### src/rtl/lvds_pair_packer.sv
module lvds_pair_packer #(
  parameter int SLOTS = 7,
  parameter int LANES = 4
) (
  input  logic       clk,
  input  logic       rst_n,
  input  logic       bit_en,
  input  logic [2:0] phase,
  input  logic [7:0] odd_r,
  input  logic [7:0] odd_g,
  input  logic [7:0] odd_b,
  input  logic [7:0] even_r,
  input  logic [7:0] even_g,
  input  logic [7:0] even_b,
  input  logic       de,
  input  logic       hsync,
  input  logic       vsync,
  output logic [3:0] p1_data,
  output logic       p1_clk,
  output logic [3:0] p2_data,
  output logic       p2_clk,
  output logic       word_strobe
);
  localparam int SRW = SLOTS * LANES;
  localparam logic [SLOTS-1:0] CLK_WORD = 7'b1100011;

  function automatic logic [SRW-1:0] pack(input logic [7:0] r, input logic [7:0] g,
                                          input logic [7:0] b, input logic d,
                                          input logic v, input logic h);
    logic [SLOTS-1:0] w0, w1, w2, w3;
    w0 = {g[0], r[5:0]};
    w1 = {b[1:0], g[5:1]};
    w2 = {d, v, h, b[5:2]};
    w3 = {1'b0, b[7:6], g[7:6], r[7:6]};
    return {w3, w2, w1, w0};
  endfunction

  logic [SRW-1:0]   sr1, sr2;
  logic [SLOTS-1:0] csr;
  wire              load = bit_en && (phase == 3'd0);

  always_ff @(posedge clk or negedge rst_n) begin
    if (!rst_n) begin
      sr1         <= '0;
      sr2         <= '0;
      csr         <= '0;
      word_strobe <= 1'b0;
    end else if (bit_en) begin
      word_strobe <= load;
      if (load) begin
        sr1 <= pack(odd_r, odd_g, odd_b, de, vsync, hsync);
        sr2 <= pack(even_r, even_g, even_b, de, vsync, hsync);
        csr <= CLK_WORD;
      end else begin
        for (int l = 0; l < LANES; l++) begin
          sr1[l*SLOTS +: SLOTS] <= {sr1[l*SLOTS +: SLOTS-1], 1'b0};
          sr2[l*SLOTS +: SLOTS] <= {sr2[l*SLOTS +: SLOTS-1], 1'b0};
        end
        csr <= {csr[SLOTS-2:0], 1'b0};
      end
    end
  end

  genvar gl;
  generate
    for (gl = 0; gl < LANES; gl++) begin : g_lane
      assign p1_data[gl] = sr1[gl*SLOTS + SLOTS-1];
      assign p2_data[gl] = sr2[gl*SLOTS + SLOTS-1];
    end
  endgenerate

  assign p1_clk = csr[SLOTS-1];
  assign p2_clk = csr[SLOTS-1];
endmodule

### config.mk
export PLATFORM = sky130hd
export DESIGN_NAME = lvds_pair_packer
export DESIGN_NICKNAME = d
export VERILOG_FILES = /design/src/rtl/lvds_pair_packer.sv
export SDC_FILE = /design/constraint.sdc
export NUM_CORES = 1
export LEC_CHECK = 0
export BUFFER_PORTS_ARGS = -buffer_cell sky130_fd_sc_hd__clkbuf_2
export CORE_MARGIN = 3
export CORE_UTILIZATION = 48
export CTS_CLUSTER_SIZE = 30
export DETAILED_ROUTE_END_ITERATION = 8
export PLACE_DENSITY = 0.72
export SLEW_MARGIN = 20
export SYNTH_ARGS = -nofsm -noshare
export SYNTH_HDL_FRONTEND = slang
export SYNTH_SLANG_ARGS = --single-unit
### constraint.sdc
create_clock -name clk -period 2 [get_ports clk]
set_input_delay 0.5 -clock clk [delete_from_list [all_inputs] [get_ports clk]]
set_output_delay 0.5 -clock clk [all_outputs]
set_load 0.02 [all_outputs]
==> results.sh, run 1 <==
export IMPL_synth_xor_area_share_pct=0
export IMPL_cts_root_buffer="clkbuf_8"
export IMPL_syn_to_final_growth_pct=14.1
export IMPL_power_density_nw_per_um2=855
export IMPL_avgRoutedWirePerCell_um=18.8
export IMPL_synth_edf_count=0
export IMPL_core_um2=6030
export IMPL_start_kind="input pin"
export IMPL_final_setup_tns_ps=0
export IMPL_floorplan_initialDensity_pct=50.2
export IMPL_leakage_nw=1.73
export IMPL_ctsResizeCount=0
export IMPL_grt_max_degree=64
export IMPL_max_cap_violations=0
export IMPL_cp_max_fo=15
export IMPL_io_pins=68
export IMPL_fmax_mhz=703
export IMPL_layout_commonest_cell="clkbuf_2"
export IMPL_synth_nets=291
export IMPL_yosys_area_share_adder_pct=0
export IMPL_tightest_slew_ps=826
export IMPL_layout_nets=338
export IMPL_grt_first_pass_wirelength_um=11400
export IMPL_maxSlewViolCount=0
export IMPL_path_buf_inv=1
export IMPL_period_share_pct=71.2
export IMPL_finClkSkew_ps=5.78
export IMPL_n_antenna_cell=0
export IMPL_numCtsBuffers=9
export IMPL_final_cells=359
export IMPL_synth_compound_area_share_pct=32.3
export IMPL_layout_drive_gt1_share_pct=32.4
export IMPL_clockBufferDepth=2
export IMPL_drc=0
export IMPL_required_ps=2240
export IMPL_critPathTopFamily="simple AND/OR/NAND/NOR gates"
export IMPL_synthSimpleGateAreaFrac_pct=3.35
export IMPL_status="completed"
export IMPL_setup_viol=0
export IMPL_syn_avg_cell_area_um2=12.9
export IMPL_grt_ovfl_total=0
export IMPL_fp_dieH_um=85.4
export IMPL_grt_pass1_vias=2362
export IMPL_ys_types=19
export IMPL_critical_path_class="input pin to flop"
export IMPL_synth_top_family_by_area="compound AO/OA/AOI/OAI gates"
export IMPL_wl_um=6750
export IMPL_netlist_top_cells_area="dfrtp_1 52%, a221o_1 13%, o311a_1 13%"
export IMPL_dpl_cell_count=345
export IMPL_hpwl_um=4170
export IMPL_first_pass_iters=4
export IMPL_ant_nets=0
export IMPL_final_min_clock_period_ps=1420
export IMPL_worst_path_max_delay_cell="or4b_1"
export IMPL_finalHoldViolCount=0
export IMPL_syn_inst=234
export IMPL_ys_warn_count=0
export IMPL_fillerInstances=533
export IMPL_crit_chain="clkbuf_2 -> or4b_1 -> o211ai_1"
export IMPL_synthArstFlopShare_pct=100
export IMPL_first_iter_violations=190
export IMPL_layout_common_cells="66 x clkbuf_2, 63 x dfrtp_1, 40 x o311a_1, 40 x a221o_1, 11 x clkbuf_8"
export IMPL_cp_data_arrival_time_ps=1660
export IMPL_cts_hold_buf=0
export IMPL_syn_area_um2=3020
export IMPL_clk_latency_ps=330
export IMPL_synth_flop_cell="dfrtp_1"
export IMPL_final_cell_area_um2=3450
export IMPL_rows=28
export IMPL_synth_area_mux_share_pct=2.65
export IMPL_via_per_inst=6.28
export IMPL_placed_cell_area_um2=3290
export IMPL_post_route_util_pct=57.2
export IMPL_endpoint_kind="flop"
export IMPL_rsz0062_at_grt="false"
export IMPL_htree_levels=3
export IMPL_io_buffers=67
export IMPL_antenna_found_initial=0
export IMPL_path_clk_slew_ps=70
export IMPL_die_area_um2=7290
export IMPL_min_path_type="input pin to asynchronous set/reset pin"
export IMPL_yosysTopAreaCell="dfrtp_1"
export IMPL_synth_top_area_share_pct=52.1
export IMPL_postCtsSetupRepairBufs=0
export IMPL_cts_tree="yes"
export IMPL_grt_usage_pct=19.7
export IMPL_cp_slowest_stage_delay_ps=690
export IMPL_fp_dieW_um=85.4
export IMPL_clkSinkCount=63
export IMPL_gp_congestion=0.724
export IMPL_ys_seq_area_share_pct=52.1
export IMPL_irDropWorstVdd_uv=471
export IMPL_synth_seq_cells=63
export IMPL_num_vias=2255
export IMPL_slew_headroom_pct=44.9
==> flip-flops by register name, summed over array words and instances, names as in the netlist <==
register	count
sr1	28
sr2	28
csr	7
==> logic make-up (layout without fill, tap and decap cells) <==
group           after synthesis  in the layout
simple gates                 16             16
flops                        63             63
buf+inv                      46             96
mux                           8              8
compound gates              101            101
==> per-layer routing <==
layer / global-route usage [%] / share of wire (%) / vias up
met5: 0 / 0 / -
met4: 8.92 / 1.0 / 0
met3: 3.79 / 5.4 / 6
met2: 30.5 / 47 / 71
met1: 26.8 / 46 / 1114
li1: - / - / 1064
==> per-stage QoR <==
stage	worst slack, ps	power [mW]	hold slack (ps)
detailed placement	223	2.03	483
global route	476	3.10	196
global placement	277	2.01	485
floorplan	496	1.88	204
finish	577	2.95	177
CTS	579	2.98	180
==> Yosys cell counts (5+ instances only) <==
library cell / count
mux2i_1: 8
a221o_1: 40
clkbuf_1: 13
buf_2: 10
buf_6: 9
a22o_1: 8
buf_4: 10
nand2b_1: 6
o311a_1: 40
o211ai_1: 6
dfrtp_1: 63
nor2_1: 5
o311ai_1: 6
==> area by class of cell <==
type                    count  area [um^2]  area share, %
clock buffers              13          159           4.61
clock inverters             1         5.00          0.145
inverters                   4         15.0          0.435
multi-input cells         125         1160           33.6
flip-flops and latches     63         1580           45.7
well taps                  75         93.8           2.72
repair buffers             78          443           12.8
==> report_power, final <==
part | internal [mW] | switching, mW
Combinational | 0.230 | 0.258
Clock | 0.503 | 0.445
Sequential | 1.42 | 0.0882
Total | 2.16 | 0.791
==> worst paths after layout <==
check	slack [ps]	end	cells after the start	start
min in group clk	380	sr2[0]$_DFFE_PN0P_	2	even_r[0]
min	180	sr1[13]$_DFFE_PN0P_	2	rst_n
max in group asynchronous	1560	sr1[27]$_DFFE_PN0P_	2	rst_n
max	580	sr2[20]$_DFFE_PN0P_	3	phase[2]
max reg2reg	1090	sr2[9]$_DFFE_PN0P_	2	sr2[8]$_DFFE_PN0P_
min reg2reg	500	csr[5]$_DFFE_PN0P_	2	csr[5]$_DFFE_PN0P_
Power figures use the tool's default switching activity.
==> inputs of run 2 (changes only) <==
--- a/config.mk
+++ b/config.mk
@@ -5,12 +5,13 @@
 export SDC_FILE = /design/constraint.sdc
 export NUM_CORES = 1
 export LEC_CHECK = 0
+export ABC_AREA = 1
 export BUFFER_PORTS_ARGS = -buffer_cell sky130_fd_sc_hd__clkbuf_2
 export CORE_MARGIN = 3
 export CORE_UTILIZATION = 48
 export CTS_CLUSTER_SIZE = 30
 export DETAILED_ROUTE_END_ITERATION = 8
-export PLACE_DENSITY = 0.72
+export PLACE_DENSITY = 0.71
 export SLEW_MARGIN = 20
 export SYNTH_ARGS = -nofsm -noshare
 export SYNTH_HDL_FRONTEND = slang
==> constraint.sdc (replaced) <==
create_clock -name clk -period 1.38 [get_ports clk]
set_input_delay 0.345 -clock clk [delete_from_list [all_inputs] [get_ports clk]]
set_output_delay 0.345 -clock clk [all_outputs]
set_load 0.02 [all_outputs]
==> run 2 against run 1 <==
The flow now finishes with violations (negative hold slack). Total power rose by 57%. Non-clock buffer count did not move. Via count rose by 20%. Synthesized area rose by 7.2%. Cell area rose by 12%. Combinational power rose by 57%. Utilization rose by 2.4 points. Wire length rose by 1.7%. Highest routed layer unchanged.
==> results.sh, run 2 <==
export IMPL_first_pass_iters=4
export IMPL_cts_root_buffer="clkbuf_8"
export IMPL_clk_latency_ps=340
export IMPL_synth_edf_count=0
export IMPL_grt_max_degree=64
export IMPL_synth_seq_cells=63
export IMPL_finalHoldViolCount=2
export IMPL_fmax_mhz=816
export IMPL_crit_chain="clkbuf_2"
export IMPL_synthArstFlopShare_pct=100
export IMPL_regArea_um2=1580
export IMPL_postCtsSetupRepairBufs=0
export IMPL_syn_avg_cell_area_um2=7.77
export IMPL_io_buffers=67
export IMPL_maxSlewViolCount=0
export IMPL_r2r_slack_ps=650
export IMPL_status="finished with violations"
export IMPL_grt_first_pass_wirelength_um=11700
export IMPL_layout_nets=526
export IMPL_grt_usage_pct=19.4
export IMPL_synth_top_area_share_pct=48.6
export IMPL_final_setup_tns_ps=0
export IMPL_multi_input_area_um2=1300
export IMPL_hpwl_um=4330
export IMPL_period_share_pct=88.8
export IMPL_synth_flop_cell="dfrtp_1"
export IMPL_ys_types=15
export IMPL_final_min_clock_period_ps=1230
export IMPL_largest_registers="sr1 (28), sr2 (28), csr (7)"
export IMPL_htree_levels=3
export IMPL_numCtsBuffers=9
export IMPL_ys_warn_count=0
export IMPL_path_buf_inv=1
export IMPL_setup_viol=0
export IMPL_cts_hold_buf=0
export IMPL_worst_path_max_delay_cell="dfrtp_1"
export IMPL_ctsResizeCount=0
export IMPL_num_vias=2714
export IMPL_dpl_cell_count=535
export IMPL_wl_um=6860
export IMPL_layout_drive_gt1_share_pct=20.5
export IMPL_cp_max_fo=3
export IMPL_first_iter_violations=198
export IMPL_finClkSkew_ps=4.83
export IMPL_ys_seq_area_share_pct=48.6
export IMPL_die_area_um2=7780
export IMPL_irDropWorstVdd_uv=556
export IMPL_yosysMostFrequentCell="nand2_1"
export IMPL_ant_nets=0
export IMPL_n_antenna_cell=0
export IMPL_final_cells=551
export IMPL_critPathTopFamily="flip-flops"
export IMPL_io_pins=68
export IMPL_clkSinkCount=63
export IMPL_start_kind="flop"
export IMPL_cts_tree="yes"
export IMPL_leakage_nw=2.19
export IMPL_avgRoutedWirePerCell_um=12.5
export IMPL_syn_area_um2=3240
export IMPL_floorplan_initialDensity_pct=50.2
export IMPL_cp_data_arrival_time_ps=880
export IMPL_fp_dieW_um=88.2
export IMPL_layout_commonest_cell="nand2_1"
export IMPL_power_density_nw_per_um2=1200
export IMPL_core_um2=6460
export IMPL_clockBufferDepth=2
export IMPL_max_cap_violations=0
export IMPL_rsz0062_at_grt="false"
export IMPL_holdWs_ps=-4.18
export IMPL_gp_congestion=0.778
export IMPL_netlist_top_cells_area="dfrtp_1 49%, nand2_1 19%, nand3b_1 9.3%"
export IMPL_cp_slowest_stage_delay_ps=390
export IMPL_critical_path_class="flop to primary output"
export IMPL_syn_to_final_growth_pct=18.8
export IMPL_grt_ovfl_total=0
export IMPL_antenna_found_initial=0
export IMPL_rows=29
export IMPL_fillerInstances=586
export IMPL_yosysTopAreaCell="dfrtp_1"
export IMPL_drc=0
export IMPL_min_path_type="input pin to asynchronous set/reset pin"
export IMPL_slew_headroom_pct=77.0
export IMPL_path_clk_slew_ps=70
export IMPL_fp_dieH_um=88.2
export IMPL_layout_common_cells="162 x nand2_1, 66 x clkbuf_2, 63 x dfrtp_1, 57 x nand3_1, 42 x inv_1"
export IMPL_grt_pass1_vias=2578
export IMPL_via_per_inst=4.93
export IMPL_endpoint_kind="primary output"
export IMPL_syn_inst=417
export IMPL_ys_top_cells_by_count="162 x nand2_1, 63 x dfrtp_1, 57 x nand3_1"
export IMPL_required_ps=1030
export IMPL_tightest_slew_ps=345
export IMPL_violations="negative hold slack"
export IMPL_synth_nets=474
[run 2: changes by cell type after synthesis, sizes merged, moves of 10 or more]
| cell | before | now |
|---|---|---|
| nand2 | 3 | 163 |
| nand3 | 0 | 57 |
| a221o | 40 | 0 |
| nand3b | 0 | 40 |
| o311a | 40 | 0 |
| inv | 4 | 43 |
| o21ai | 0 | 10 |
[run 2: final timing paths]
| path | from | to | cells after the start |
|---|---|---|---|
| max reg2reg | sr2[2]$_DFFE_PN0P_ | sr2[3]$_DFFE_PN0P_ | 4 |
| max in group asynchronous | rst_n | csr[0]$_DFFE_PN0P_ | 2 |
| min reg2reg | sr2[27]$_DFFE_PN0P_ | sr2[27]$_DFFE_PN0P_ | 2 |
| min in group clk | odd_g[1] | sr1[7]$_DFFE_PN0P_ | 3 |
| min | rst_n | sr1[24]$_DFFE_PN0P_ | 2 |
| max | csr[6]$_DFFE_PN0P_ | p2_clk | 1 |
[run 2: per-stage QoR]
stage	utilization (%)	instance area, um^2	setup WS [ps]	hold WS (ps)	total power, mW
2_1_floorplan	-	3240	204	49.4	2.76
3_3_place_gp	56.4	3640	98.6	386	2.97
3_5_place_dp	56.4	3640	86.1	387	3.00
4_1_cts	59.6	3850	133	18.3	4.68
5_1_grt	59.6	3850	89.5	38.6	4.90
6_report	59.6	3850	155	-4.18	4.62
[run 2: cell families (layout without fill, tap and decap cells)]
logic type,Yosys count,count (layout),synth area share [%]
AND/OR/NAND/NOR,262,262,38.1
buffers and inverters,80,137,11.2
flip-flops,63,63,48.6
AO/OA/AOI/OAI,12,12,2.01
[run 2: area by class of cell]
type                       instances  area share, %
multi-input combinational        274           33.8
inverter                          43           4.19
clock inverter                     3           1.04
timing repair buffer              78           13.1
tap                               77           2.50
clock buffer                      13           4.39
sequential                        63           40.9
[run 2: where the power goes]
group / leakage, nW / switching, mW / internal (mW)
Combinational: 1.25 / 0.452 / 0.317
Clock: 0.109 / 0.686 / 0.977
Sequential: 0.831 / 0.116 / 2.07
[run 2: per-layer routing]
metal	global-route usage, %	vias to the layer above	routed length (um)
li1	-	1396	-
met4	6.59	0	61
met3	5.46	7	478
met5	0	-	0
met1	26.1	1243	3220
met2	30.4	68	3100
